--- src/rtl/fm_pkg.sv ---
package fm_pkg;

  localparam int NFAULT     = 9;
  localparam int FID_OVP    = 0;
  localparam int FID_PINOTP = 1;
  localparam int FID_OCP    = 2;
  localparam int FID_OPP    = 3;
  localparam int FID_SCP    = 4;
  localparam int FID_CSOTP  = 5;
  localparam int FID_IOVP   = 6;
  localparam int FID_TSD    = 7;
  localparam int FID_BO     = 8;

  typedef enum logic [1:0] {
    VAR_ALLAUTO     = 2'd0,
    VAR_WIDELATCH   = 2'd1,
    VAR_NARROWLATCH = 2'd2
  } variant_e;

  // Higher value wins the priority encoder.
  typedef enum logic [1:0] {
    RANK_RESTART = 2'd0,
    RANK_RESET   = 2'd1,
    RANK_HOLD    = 2'd2,
    RANK_LATCH   = 2'd3
  } rank_e;

  typedef enum logic [2:0] {
    ST_START,
    ST_RUN,
    ST_RESTART,
    ST_HOLD,
    ST_LATCH
  } state_e;

  typedef struct packed {
    logic clrQual;     // hold every fault qualifier at zero
    logic runBrownIn;  // brown-in counter may advance
    logic runRestart;  // fault-delay timer may advance
  } fmStrobes_t;

  function automatic variant_e decodeVariant(input logic [1:0] sel);
    case (sel)
      2'd1:    return VAR_WIDELATCH;
      2'd2:    return VAR_NARROWLATCH;
      default: return VAR_ALLAUTO;
    endcase
  endfunction

  function automatic rank_e rankOf(input variant_e v, input int idx);
    case (idx)
      FID_OVP:    return (v == VAR_ALLAUTO) ? RANK_RESTART : RANK_LATCH;
      FID_PINOTP: return (v == VAR_ALLAUTO) ? RANK_HOLD : RANK_LATCH;
      FID_OCP, FID_OPP, FID_SCP, FID_CSOTP:
                  return (v == VAR_WIDELATCH) ? RANK_LATCH : RANK_RESTART;
      FID_IOVP:   return RANK_HOLD;
      default:    return RANK_RESET;
    endcase
  endfunction

endpackage

--- src/rtl/fm_pulse_qual.sv ---
module fm_pulse_qual #(
  parameter int COUNT = 3
) (
  input  logic clk,
  input  logic rstN,
  input  logic clr,
  input  logic stb,
  input  logic flag,
  output logic hit
);
  localparam int W = $clog2(COUNT + 1);

  logic [W-1:0] cnt;

  always_ff @(posedge clk or negedge rstN) begin
    if (!rstN)                   cnt <= '0;
    else if (clr)                cnt <= '0;
    else if (stb) begin
      if (!flag)                 cnt <= '0;
      else if (cnt != W'(COUNT)) cnt <= cnt + 1'b1;
    end
  end

  assign hit = (cnt == W'(COUNT));

  assert_pulse_bound_R2: assert property (@(posedge clk) disable iff (!rstN)
    cnt <= W'(COUNT));

  // an unflagged pulse leaves nothing confirmed
  assert_pulse_miss_R2: assert property (@(posedge clk) disable iff (!rstN)
    (stb && !flag) |=> !hit);

endmodule

--- src/rtl/fm_timer_qual.sv ---
module fm_timer_qual #(
  parameter int LIMIT = 160
) (
  input  logic clk,
  input  logic rstN,
  input  logic clr,
  input  logic tick,
  input  logic flag,
  output logic hit
);
  localparam int W = $clog2(LIMIT + 1);

  logic [W-1:0] cnt;

  always_ff @(posedge clk or negedge rstN) begin
    if (!rstN)                            cnt <= '0;
    else if (clr || !flag)                cnt <= '0;
    else if (tick && cnt != W'(LIMIT))    cnt <= cnt + 1'b1;
  end

  assign hit = flag && (cnt == W'(LIMIT));

  assert_timer_bound_R4: assert property (@(posedge clk) disable iff (!rstN)
    cnt <= W'(LIMIT));

  assert_timer_drop_R4: assert property (@(posedge clk) disable iff (!rstN)
    !flag |=> (cnt == '0));

endmodule

--- src/rtl/fm_qualify.sv ---
module fm_qualify
  import fm_pkg::*;
#(
  parameter int OPP_LIM     = 160000,
  parameter int SCP_LIM     = 160000,
  parameter int BO_LIM      = 60000,
  parameter int RESTART_LIM = 1500000,
  parameter int PINOTP_LIM  = 50,
  parameter int IOVP_LIM    = 750,
  parameter int LO_PULSES   = 3,
  parameter int HI_PULSES   = 2,
  parameter int BI_PULSES   = 4,
  parameter int BO_PULSES   = 3
) (
  input  logic              clk,
  input  logic              rstN,
  input  logic              usTick,
  input  logic              pwmLoStb,
  input  logic              pwmHiStb,
  input  fmStrobes_t        strobes,
  input  logic              ovpFlag,
  input  logic              pinOtpFlag,
  input  logic              ocpFlag,
  input  logic              oppFlag,
  input  logic              scpFlag,
  input  logic              csOtpFlag,
  input  logic              iovpFlag,
  input  logic              tsdFlag,
  input  logic              brownInFlag,
  input  logic              brownOutFlag,
  output logic [NFAULT-1:0] confirmed,
  output logic              brownInOk,
  output logic              restartDone
);
  localparam int NLO = 3;

  logic [NLO-1:0] loFlags;
  logic [NLO-1:0] loHit;
  logic           boArmed;
  logic           boHit;
  logic           oppHit, scpHit, pinOtpHit, iovpHit, csOtpHit;

  assign loFlags = {tsdFlag, ocpFlag, ovpFlag};

  for (genvar g = 0; g < NLO; g++) begin : gLo
    fm_pulse_qual #(.COUNT(LO_PULSES)) uLo (
      .clk(clk), .rstN(rstN), .clr(strobes.clrQual),
      .stb(pwmLoStb), .flag(loFlags[g]), .hit(loHit[g]));
  end

  fm_pulse_qual #(.COUNT(HI_PULSES)) uCsOtp (
    .clk(clk), .rstN(rstN), .clr(strobes.clrQual),
    .stb(pwmHiStb), .flag(csOtpFlag), .hit(csOtpHit));

  fm_timer_qual #(.LIMIT(OPP_LIM)) uOpp (
    .clk(clk), .rstN(rstN), .clr(strobes.clrQual),
    .tick(usTick), .flag(oppFlag), .hit(oppHit));

  fm_timer_qual #(.LIMIT(SCP_LIM)) uScp (
    .clk(clk), .rstN(rstN), .clr(strobes.clrQual),
    .tick(usTick), .flag(scpFlag), .hit(scpHit));

  fm_timer_qual #(.LIMIT(PINOTP_LIM)) uPinOtp (
    .clk(clk), .rstN(rstN), .clr(strobes.clrQual),
    .tick(usTick), .flag(pinOtpFlag), .hit(pinOtpHit));

  fm_timer_qual #(.LIMIT(IOVP_LIM)) uIovp (
    .clk(clk), .rstN(rstN), .clr(strobes.clrQual),
    .tick(usTick), .flag(iovpFlag), .hit(iovpHit));

  // brown-out: long hold time arms a short pulse confirmation
  fm_timer_qual #(.LIMIT(BO_LIM)) uBoHold (
    .clk(clk), .rstN(rstN), .clr(strobes.clrQual),
    .tick(usTick), .flag(brownOutFlag), .hit(boArmed));

  fm_pulse_qual #(.COUNT(BO_PULSES)) uBoPulse (
    .clk(clk), .rstN(rstN), .clr(strobes.clrQual || !brownOutFlag),
    .stb(pwmLoStb), .flag(boArmed), .hit(boHit));

  fm_pulse_qual #(.COUNT(BI_PULSES)) uBrownIn (
    .clk(clk), .rstN(rstN), .clr(!strobes.runBrownIn),
    .stb(pwmLoStb), .flag(brownInFlag), .hit(brownInOk));

  fm_timer_qual #(.LIMIT(RESTART_LIM)) uRestart (
    .clk(clk), .rstN(rstN), .clr(1'b0),
    .tick(usTick), .flag(strobes.runRestart), .hit(restartDone));

  always_comb begin
    confirmed             = '0;
    confirmed[FID_OVP]    = loHit[0];
    confirmed[FID_OCP]    = loHit[1];
    confirmed[FID_TSD]    = loHit[2];
    confirmed[FID_PINOTP] = pinOtpHit;
    confirmed[FID_OPP]    = oppHit;
    confirmed[FID_SCP]    = scpHit;
    confirmed[FID_CSOTP]  = csOtpHit;
    confirmed[FID_IOVP]   = iovpHit;
    confirmed[FID_BO]     = boHit;
  end

endmodule

--- src/rtl/fm_control.sv ---
module fm_control
  import fm_pkg::*;
(
  input  logic              clk,
  input  logic              rstN,
  input  logic [1:0]        variantSel,
  input  logic [NFAULT-1:0] confirmed,
  input  logic              brownInOk,
  input  logic              restartDone,
  input  logic              pinOtpRelease,
  input  logic              iovpRelease,
  input  logic              supplyRst,
  input  logic              lineZeroRst,
  output fmStrobes_t        strobes,
  output logic              swEnable,
  output logic              restartPending,
  output logic              latched,
  output logic [3:0]        causeCode
);
  state_e   state;
  logic     holdOnIovp;
  variant_e variant;
  rank_e    bestRank;
  int       bestIdx;
  logic     anyHit;

  assign variant = decodeVariant(variantSel);

  // class rank first, lower index breaks ties
  always_comb begin
    anyHit   = 1'b0;
    bestRank = RANK_RESTART;
    bestIdx  = 0;
    for (int i = 0; i < NFAULT; i++) begin
      if (confirmed[i] && (!anyHit || rankOf(variant, i) > bestRank)) begin
        anyHit   = 1'b1;
        bestRank = rankOf(variant, i);
        bestIdx  = i;
      end
    end
  end

  always_ff @(posedge clk or negedge rstN) begin
    if (!rstN) begin
      state      <= ST_START;
      causeCode  <= '0;
      holdOnIovp <= 1'b0;
    end else if (supplyRst) begin
      state      <= ST_START;
      causeCode  <= '0;
    end else begin
      case (state)
        ST_START:   if (brownInOk) state <= ST_RUN;
        ST_RUN: begin
          if (anyHit) begin
            causeCode  <= 4'(bestIdx + 1);
            holdOnIovp <= (bestIdx == FID_IOVP);
            case (bestRank)
              RANK_LATCH: state <= ST_LATCH;
              RANK_HOLD:  state <= ST_HOLD;
              RANK_RESET: state <= ST_START;
              default:    state <= ST_RESTART;
            endcase
          end
        end
        ST_RESTART: if (restartDone) state <= ST_RUN;
        ST_HOLD:    if (holdOnIovp ? iovpRelease : pinOtpRelease) state <= ST_START;
        ST_LATCH:   if (lineZeroRst) state <= ST_START;
        default:    state <= ST_START;
      endcase
    end
  end

  assign strobes.clrQual    = (state != ST_RUN);
  assign strobes.runBrownIn = (state == ST_START);
  assign strobes.runRestart = (state == ST_RESTART);

  assign swEnable       = (state == ST_RUN);
  assign restartPending = (state == ST_RESTART);
  assign latched        = (state == ST_LATCH);

  assert_status_onehot_R6: assert property (@(posedge clk) disable iff (!rstN)
    $onehot0({swEnable, restartPending, latched}));

  assert_restart_resume_R6: assert property (@(posedge clk) disable iff (!rstN)
    (restartPending && restartDone && !supplyRst) |=> swEnable);

  assert_latch_holds_R9: assert property (@(posedge clk) disable iff (!rstN)
    (latched && !lineZeroRst && !supplyRst) |=> latched);

  assert_supply_clears_R12: assert property (@(posedge clk) disable iff (!rstN)
    supplyRst |=> (!swEnable && !latched && !restartPending && causeCode == 4'd0));

  assert_enable_needs_cause_R11: assert property (@(posedge clk) disable iff (!rstN)
    (swEnable && anyHit && !supplyRst) |=> (causeCode != 4'd0));

endmodule

--- src/rtl/fault_manager.sv ---
module fault_manager
  import fm_pkg::*;
#(
  parameter int OPP_US     = 160000,
  parameter int SCP_US     = 160000,
  parameter int BO_US      = 60000,
  parameter int RESTART_US = 1500000,
  parameter int PINOTP_US  = 50,
  parameter int IOVP_US    = 750,
  parameter int TIME_DIV   = 1
) (
  input  logic       clk,
  input  logic       rstN,
  input  logic       usTick,
  input  logic       pwmLoStb,
  input  logic       pwmHiStb,
  input  logic [1:0] variantSel,
  input  logic       ovpFlag,
  input  logic       pinOtpFlag,
  input  logic       pinOtpRelease,
  input  logic       ocpFlag,
  input  logic       oppFlag,
  input  logic       scpFlag,
  input  logic       csOtpFlag,
  input  logic       iovpFlag,
  input  logic       iovpRelease,
  input  logic       tsdFlag,
  input  logic       brownInFlag,
  input  logic       brownOutFlag,
  input  logic       supplyRst,
  input  logic       lineZeroRst,
  output logic       swEnable,
  output logic       restartPending,
  output logic       latched,
  output logic [3:0] causeCode
);
  localparam int OPP_LIM     = (OPP_US / TIME_DIV < 1) ? 1 : OPP_US / TIME_DIV;
  localparam int SCP_LIM     = (SCP_US / TIME_DIV < 1) ? 1 : SCP_US / TIME_DIV;
  localparam int BO_LIM      = (BO_US / TIME_DIV < 1) ? 1 : BO_US / TIME_DIV;
  localparam int RESTART_LIM = (RESTART_US / TIME_DIV < 1) ? 1 : RESTART_US / TIME_DIV;

  fmStrobes_t        strobes;
  logic [NFAULT-1:0] confirmed;
  logic              brownInOk;
  logic              restartDone;

  fm_qualify #(
    .OPP_LIM(OPP_LIM), .SCP_LIM(SCP_LIM), .BO_LIM(BO_LIM),
    .RESTART_LIM(RESTART_LIM), .PINOTP_LIM(PINOTP_US), .IOVP_LIM(IOVP_US),
    .LO_PULSES(3), .HI_PULSES(2), .BI_PULSES(4), .BO_PULSES(3)
  ) uQualify (
    .clk(clk), .rstN(rstN), .usTick(usTick),
    .pwmLoStb(pwmLoStb), .pwmHiStb(pwmHiStb), .strobes(strobes),
    .ovpFlag(ovpFlag), .pinOtpFlag(pinOtpFlag), .ocpFlag(ocpFlag),
    .oppFlag(oppFlag), .scpFlag(scpFlag), .csOtpFlag(csOtpFlag),
    .iovpFlag(iovpFlag), .tsdFlag(tsdFlag),
    .brownInFlag(brownInFlag), .brownOutFlag(brownOutFlag),
    .confirmed(confirmed), .brownInOk(brownInOk), .restartDone(restartDone));

  fm_control uControl (
    .clk(clk), .rstN(rstN), .variantSel(variantSel),
    .confirmed(confirmed), .brownInOk(brownInOk), .restartDone(restartDone),
    .pinOtpRelease(pinOtpRelease), .iovpRelease(iovpRelease),
    .supplyRst(supplyRst), .lineZeroRst(lineZeroRst),
    .strobes(strobes), .swEnable(swEnable), .restartPending(restartPending),
    .latched(latched), .causeCode(causeCode));

endmodule

--- config.mk ---
export PLATFORM = sky130hd
export DESIGN_NAME = fault_manager
export DESIGN_NICKNAME = d
export VERILOG_FILES = /design/src/rtl/fm_pkg.sv /design/src/rtl/fm_pulse_qual.sv /design/src/rtl/fm_timer_qual.sv /design/src/rtl/fm_qualify.sv /design/src/rtl/fm_control.sv /design/src/rtl/fault_manager.sv
export SDC_FILE = /design/constraint.sdc
export NUM_CORES = 1
export LEC_CHECK = 0
export BUFFER_PORTS_ARGS = -buffer_cell sky130_fd_sc_hd__buf_2
export CAP_MARGIN = 0
export CORE_ASPECT_RATIO = 0.5
export CORE_MARGIN = 10
export CORE_UTILIZATION = 33
export DETAILED_ROUTE_END_ITERATION = 7
export PLACE_DENSITY_LB_ADDON = 0.3
export REMOVE_ABC_BUFFERS = 1
export SETUP_SLACK_MARGIN = 0.05
export SLEW_MARGIN = 20
export SYNTH_ARGS = -nofsm -noshare
export SYNTH_HDL_FRONTEND = slang
export SYNTH_HIERARCHICAL = 1
export SYNTH_SLANG_ARGS = --single-unit
export TNS_END_PERCENT = 50
--- constraint.sdc ---
create_clock -name clk -period 6.6 [get_ports clk]
set_input_delay 0.99 -clock clk [delete_from_list [all_inputs] [get_ports clk]]
set_output_delay 0.99 -clock clk [all_outputs]
set_load 0.1 [all_outputs]
==> reports/qor.yml <==
power_and_ir_drop:
  power_frac_seq: 0.481
  p_leak_nw: 2.923
  totalPowerFinal_mw: 1.490
  swShare: 0.2857
  pwr-share-comb: 0.154
  clockPowerShare: 0.365
  peakVddDrop_mv: 0.1017
  switchingPower_mw: 0.4257
  p_int_mw: 1.065
  p_per_area_nw_per_um2: 198.6
timing:
  setup_ws_ps: 622.0
  finalSetupViolations: 0
  finalCritPeriodShare: 0.9058
  fin_tns_setup_ps: 0
  rsz0062_at_grt: "no"
  worst_pin_slew_ps: 900.6
  hold_viol: 0
  finalMaxSlewViolations: 0
  finClkSkew_ps: 7.948
  fin_crit_ps: 5978
  maxSlewHeadroom: 0.3996
  timing.fmax_mhz: 167.3
route:
  ant_nets: 0
  wl_um: 14630
  avgRoutedWirePerCell_um: 13.97
  via_count: 5492
  drtPass1Iterations: 5
  drc_errors: 0
  viasPerCell: 5.245
  drt-initial-drc-count: 380
worst_hold_path:
  min_to: "uControl/causeCode[3]$_DFFE_PN0P_"
  min_delay_path_depth: 2
  worstHoldStart: "uControl/causeCode[3]$_DFFE_PN0P_"
  min_path_type: "flip-flop to flip-flop"
placement:
  gp_congestion: 0.8495
  place_hpwl_um: 10400
  dpl_worst_slack_ps: 234.2
  port_buffers: 27
setup_path:
  worst_ep_arrival_time_ps: 6250
  r2r-end: "uControl/causeCode[1]$_DFFE_PN0P_"
  path_class: "flip-flop to flip-flop"
  slowest_stage: "o21ai_0"
  startpoint_type: "flip-flop"
  cp.depth: 27
  critPathCaptureType: "flip-flop"
  required_ps: 6870
  worst_path_most_repeated_cell: "ha_1"
  worstPathMaxFanout: 5
  reg2reg_slack_ps: 620
  crit_path_max_incr_delay_ps: 440
  rr_worst_depth: 27
  worst_r2r_startpoint: "uQualify/uPinOtp/cnt[0]$_DFFE_PN0P_"
  cpLargestDelayFamily: "compound AO/OA/AOI/OAI gates"
  critPathBufInv: 2
  startpoint: "uQualify/uPinOtp/cnt[0]$_DFFE_PN0P_"
floorplan:
  initial_core_util: 0.3355
  die_area_um2: 27380
  coreArea_um2: 20510
  num_rows: 37
  io_pins: 28
  die_h_um: 122.1
  dieWidth_um: 224.2
synth:
  synthArstFlopShare: 1.000
  synth_top_area_share: 0.4001
  ys_seq_area_frac: 0.4001
  syn_area_um2: 6880
  synth_area_leaders: "dfrtp_1 40%, ha_1 5.1%, xor2_1 3.9%"
  synth_cell_types: 87
  synth_edf_count: 0
  synth_commonest_cells: "110 x dfrtp_1, 62 x nor2_1, 53 x nand2_1"
  ys_ff_latch: 110
  synthFlopType: "dfrtp_1"
  syn_inst: 754
  yosys.area.top_type: "dfrtp_1"
  synth.yosys.warnings: 6
  avgSynthCellArea_um2: 9.125
  post-synth-top-count-cell: "dfrtp_1"
global_routing:
  grt_pass1_wl_um: 25670
  antenna_found_initial: 1
  overflow: 0
  grt_max_degree: 59
  track_usage: 0.1103
  grt_pass1_vias: 5296
flow_run:
  maxCapViolCount: 0
clock_tree:
  postCtsSetupBuffers: 0
  worstSkewPairLatency_ps: 350
  clockBufferDepth: 2
  path_clk_slew_ps: 70
  cts_sinks: 110
  cts.repair.resized: 0
  root_buffer: "clkbuf_16"
  cts_tree: "done"
  cts_buffers: 9
  cts_hold_buf: 0
  htree_levels: 3
outcome:
  outcome: "finished clean"
finish:
  area.growth.synth_to_final_pct: 9.074
  finalNetCount: 818
  fillers: 2053
  drive_gt1_frac: 0.1035
## worst max path at each step
stage	endpoint
4_1_cts	uControl/causeCode[2]$_DFFE_PN0P_
3_3_place_gp	uControl/causeCode[1]$_DFFE_PN0P_
6_report	uControl/causeCode[1]$_DFFE_PN0P_
2_1_floorplan	uControl/causeCode[1]$_DFFE_PN0P_
5_1_grt	uControl/causeCode[1]$_DFFE_PN0P_
3_5_place_dp	uControl/causeCode[2]$_DFFE_PN0P_
## tightest hold or removal path, cell delays in order, from the launching register on
cell and delay [ps]:
dfrtp_1 350, nand2_1 50, o21ai_0 60
## logic make-up (layout without fill, tap and decap cells)
family                   Yosys count  count (layout)  synth area share
AO/OA/AOI/OAI                    141             141            0.1280
XOR/XNOR                          49              49           0.06237
adder cells (fa/ha/maj)           28              28           0.05092
buffers and inverters             66              84           0.04673
flip-flops                       110             110            0.4001
multiplexers                       5               5          0.007274
other                              1               3         0.0005450
AND/OR/NAND/NOR                  354             354            0.3041
## sequential cells by signal, summed over array words and instances, names as in the netlist, 2 cells and up
register	cells
uControl/causeCode	4
uControl/state	3
uQualify/gLo.uLo/cnt	6
uQualify/uBoHold/cnt	16
uQualify/uBoPulse/cnt	2
uQualify/uBrownIn/cnt	3
uQualify/uCsOtp/cnt	2
uQualify/uIovp/cnt	10
uQualify/uOpp/cnt	18
uQualify/uPinOtp/cnt	6
uQualify/uRestart/cnt	21
uQualify/uScp/cnt	18
## per-layer routing
layer | vias up | GRT usage | wire [um]
met5 | - | 0 | 0
met4 | 0 | 0.02575 | 132
met3 | 11 | 0.02255 | 351
met2 | 52 | 0.1808 | 6767
met1 | 2668 | 0.1473 | 7378
li1 | 2761 | - | -
## power groups by stage
stage	Sequential (mW)	Clock [mW]	Combinational, mW
floorplan	0.723	0	0.153
global placement	0.727	0	0.227
detailed placement	0.728	0	0.233
CTS	0.716	0.568	0.233
global route	0.719	0.600	0.259
finish	0.716	0.544	0.230
## cell usage in the layout, fill, tap and decap left out, types with 11 or more instances in the layout
master / n
nand4_1: 33
or3_1: 26
nor2_1: 62
ha_1: 28
nor4_1: 11
nand3_1: 47
nor3_1: 11
xor2_1: 31
buf_2: 26
a21oi_1: 36
and3_1: 12
nand2b_1: 18
o21ai_0: 38
inv_1: 40
nand2_1: 53
dfrtp_1: 110
xnor2_1: 18
a31oi_1: 14
## stage by stage
stage               std cells  area, um^2  hold slack (ps)  utilization
floorplan                 729        6713            459.7            -
global placement         1031        7207            490.4       0.3514
detailed placement       1031        7207            491.6       0.3514
CTS                      1046        7497            507.6       0.3656
global route             1046        7502            543.2       0.3658
finish                   1047        7505            504.6       0.3659
## cell type report
| cell class | instances | area (um^2) | share of cell area |
|---|---|---|---|
| clock inverters | 4 | 47.55 | 0.006335 |
| multi-input cells | 579 | 3815 | 0.5083 |
| flip-flops and latches | 110 | 2753 | 0.3668 |
| diodes | 1 | 2.502 | 0.0003334 |
| inverters | 40 | 150.1 | 0.02001 |
| repair buffers | 29 | 152.6 | 0.02034 |
| clock buffers | 11 | 242.7 | 0.03234 |
| well taps | 273 | 341.6 | 0.04552 |
(Power assumes the default switching activity.)
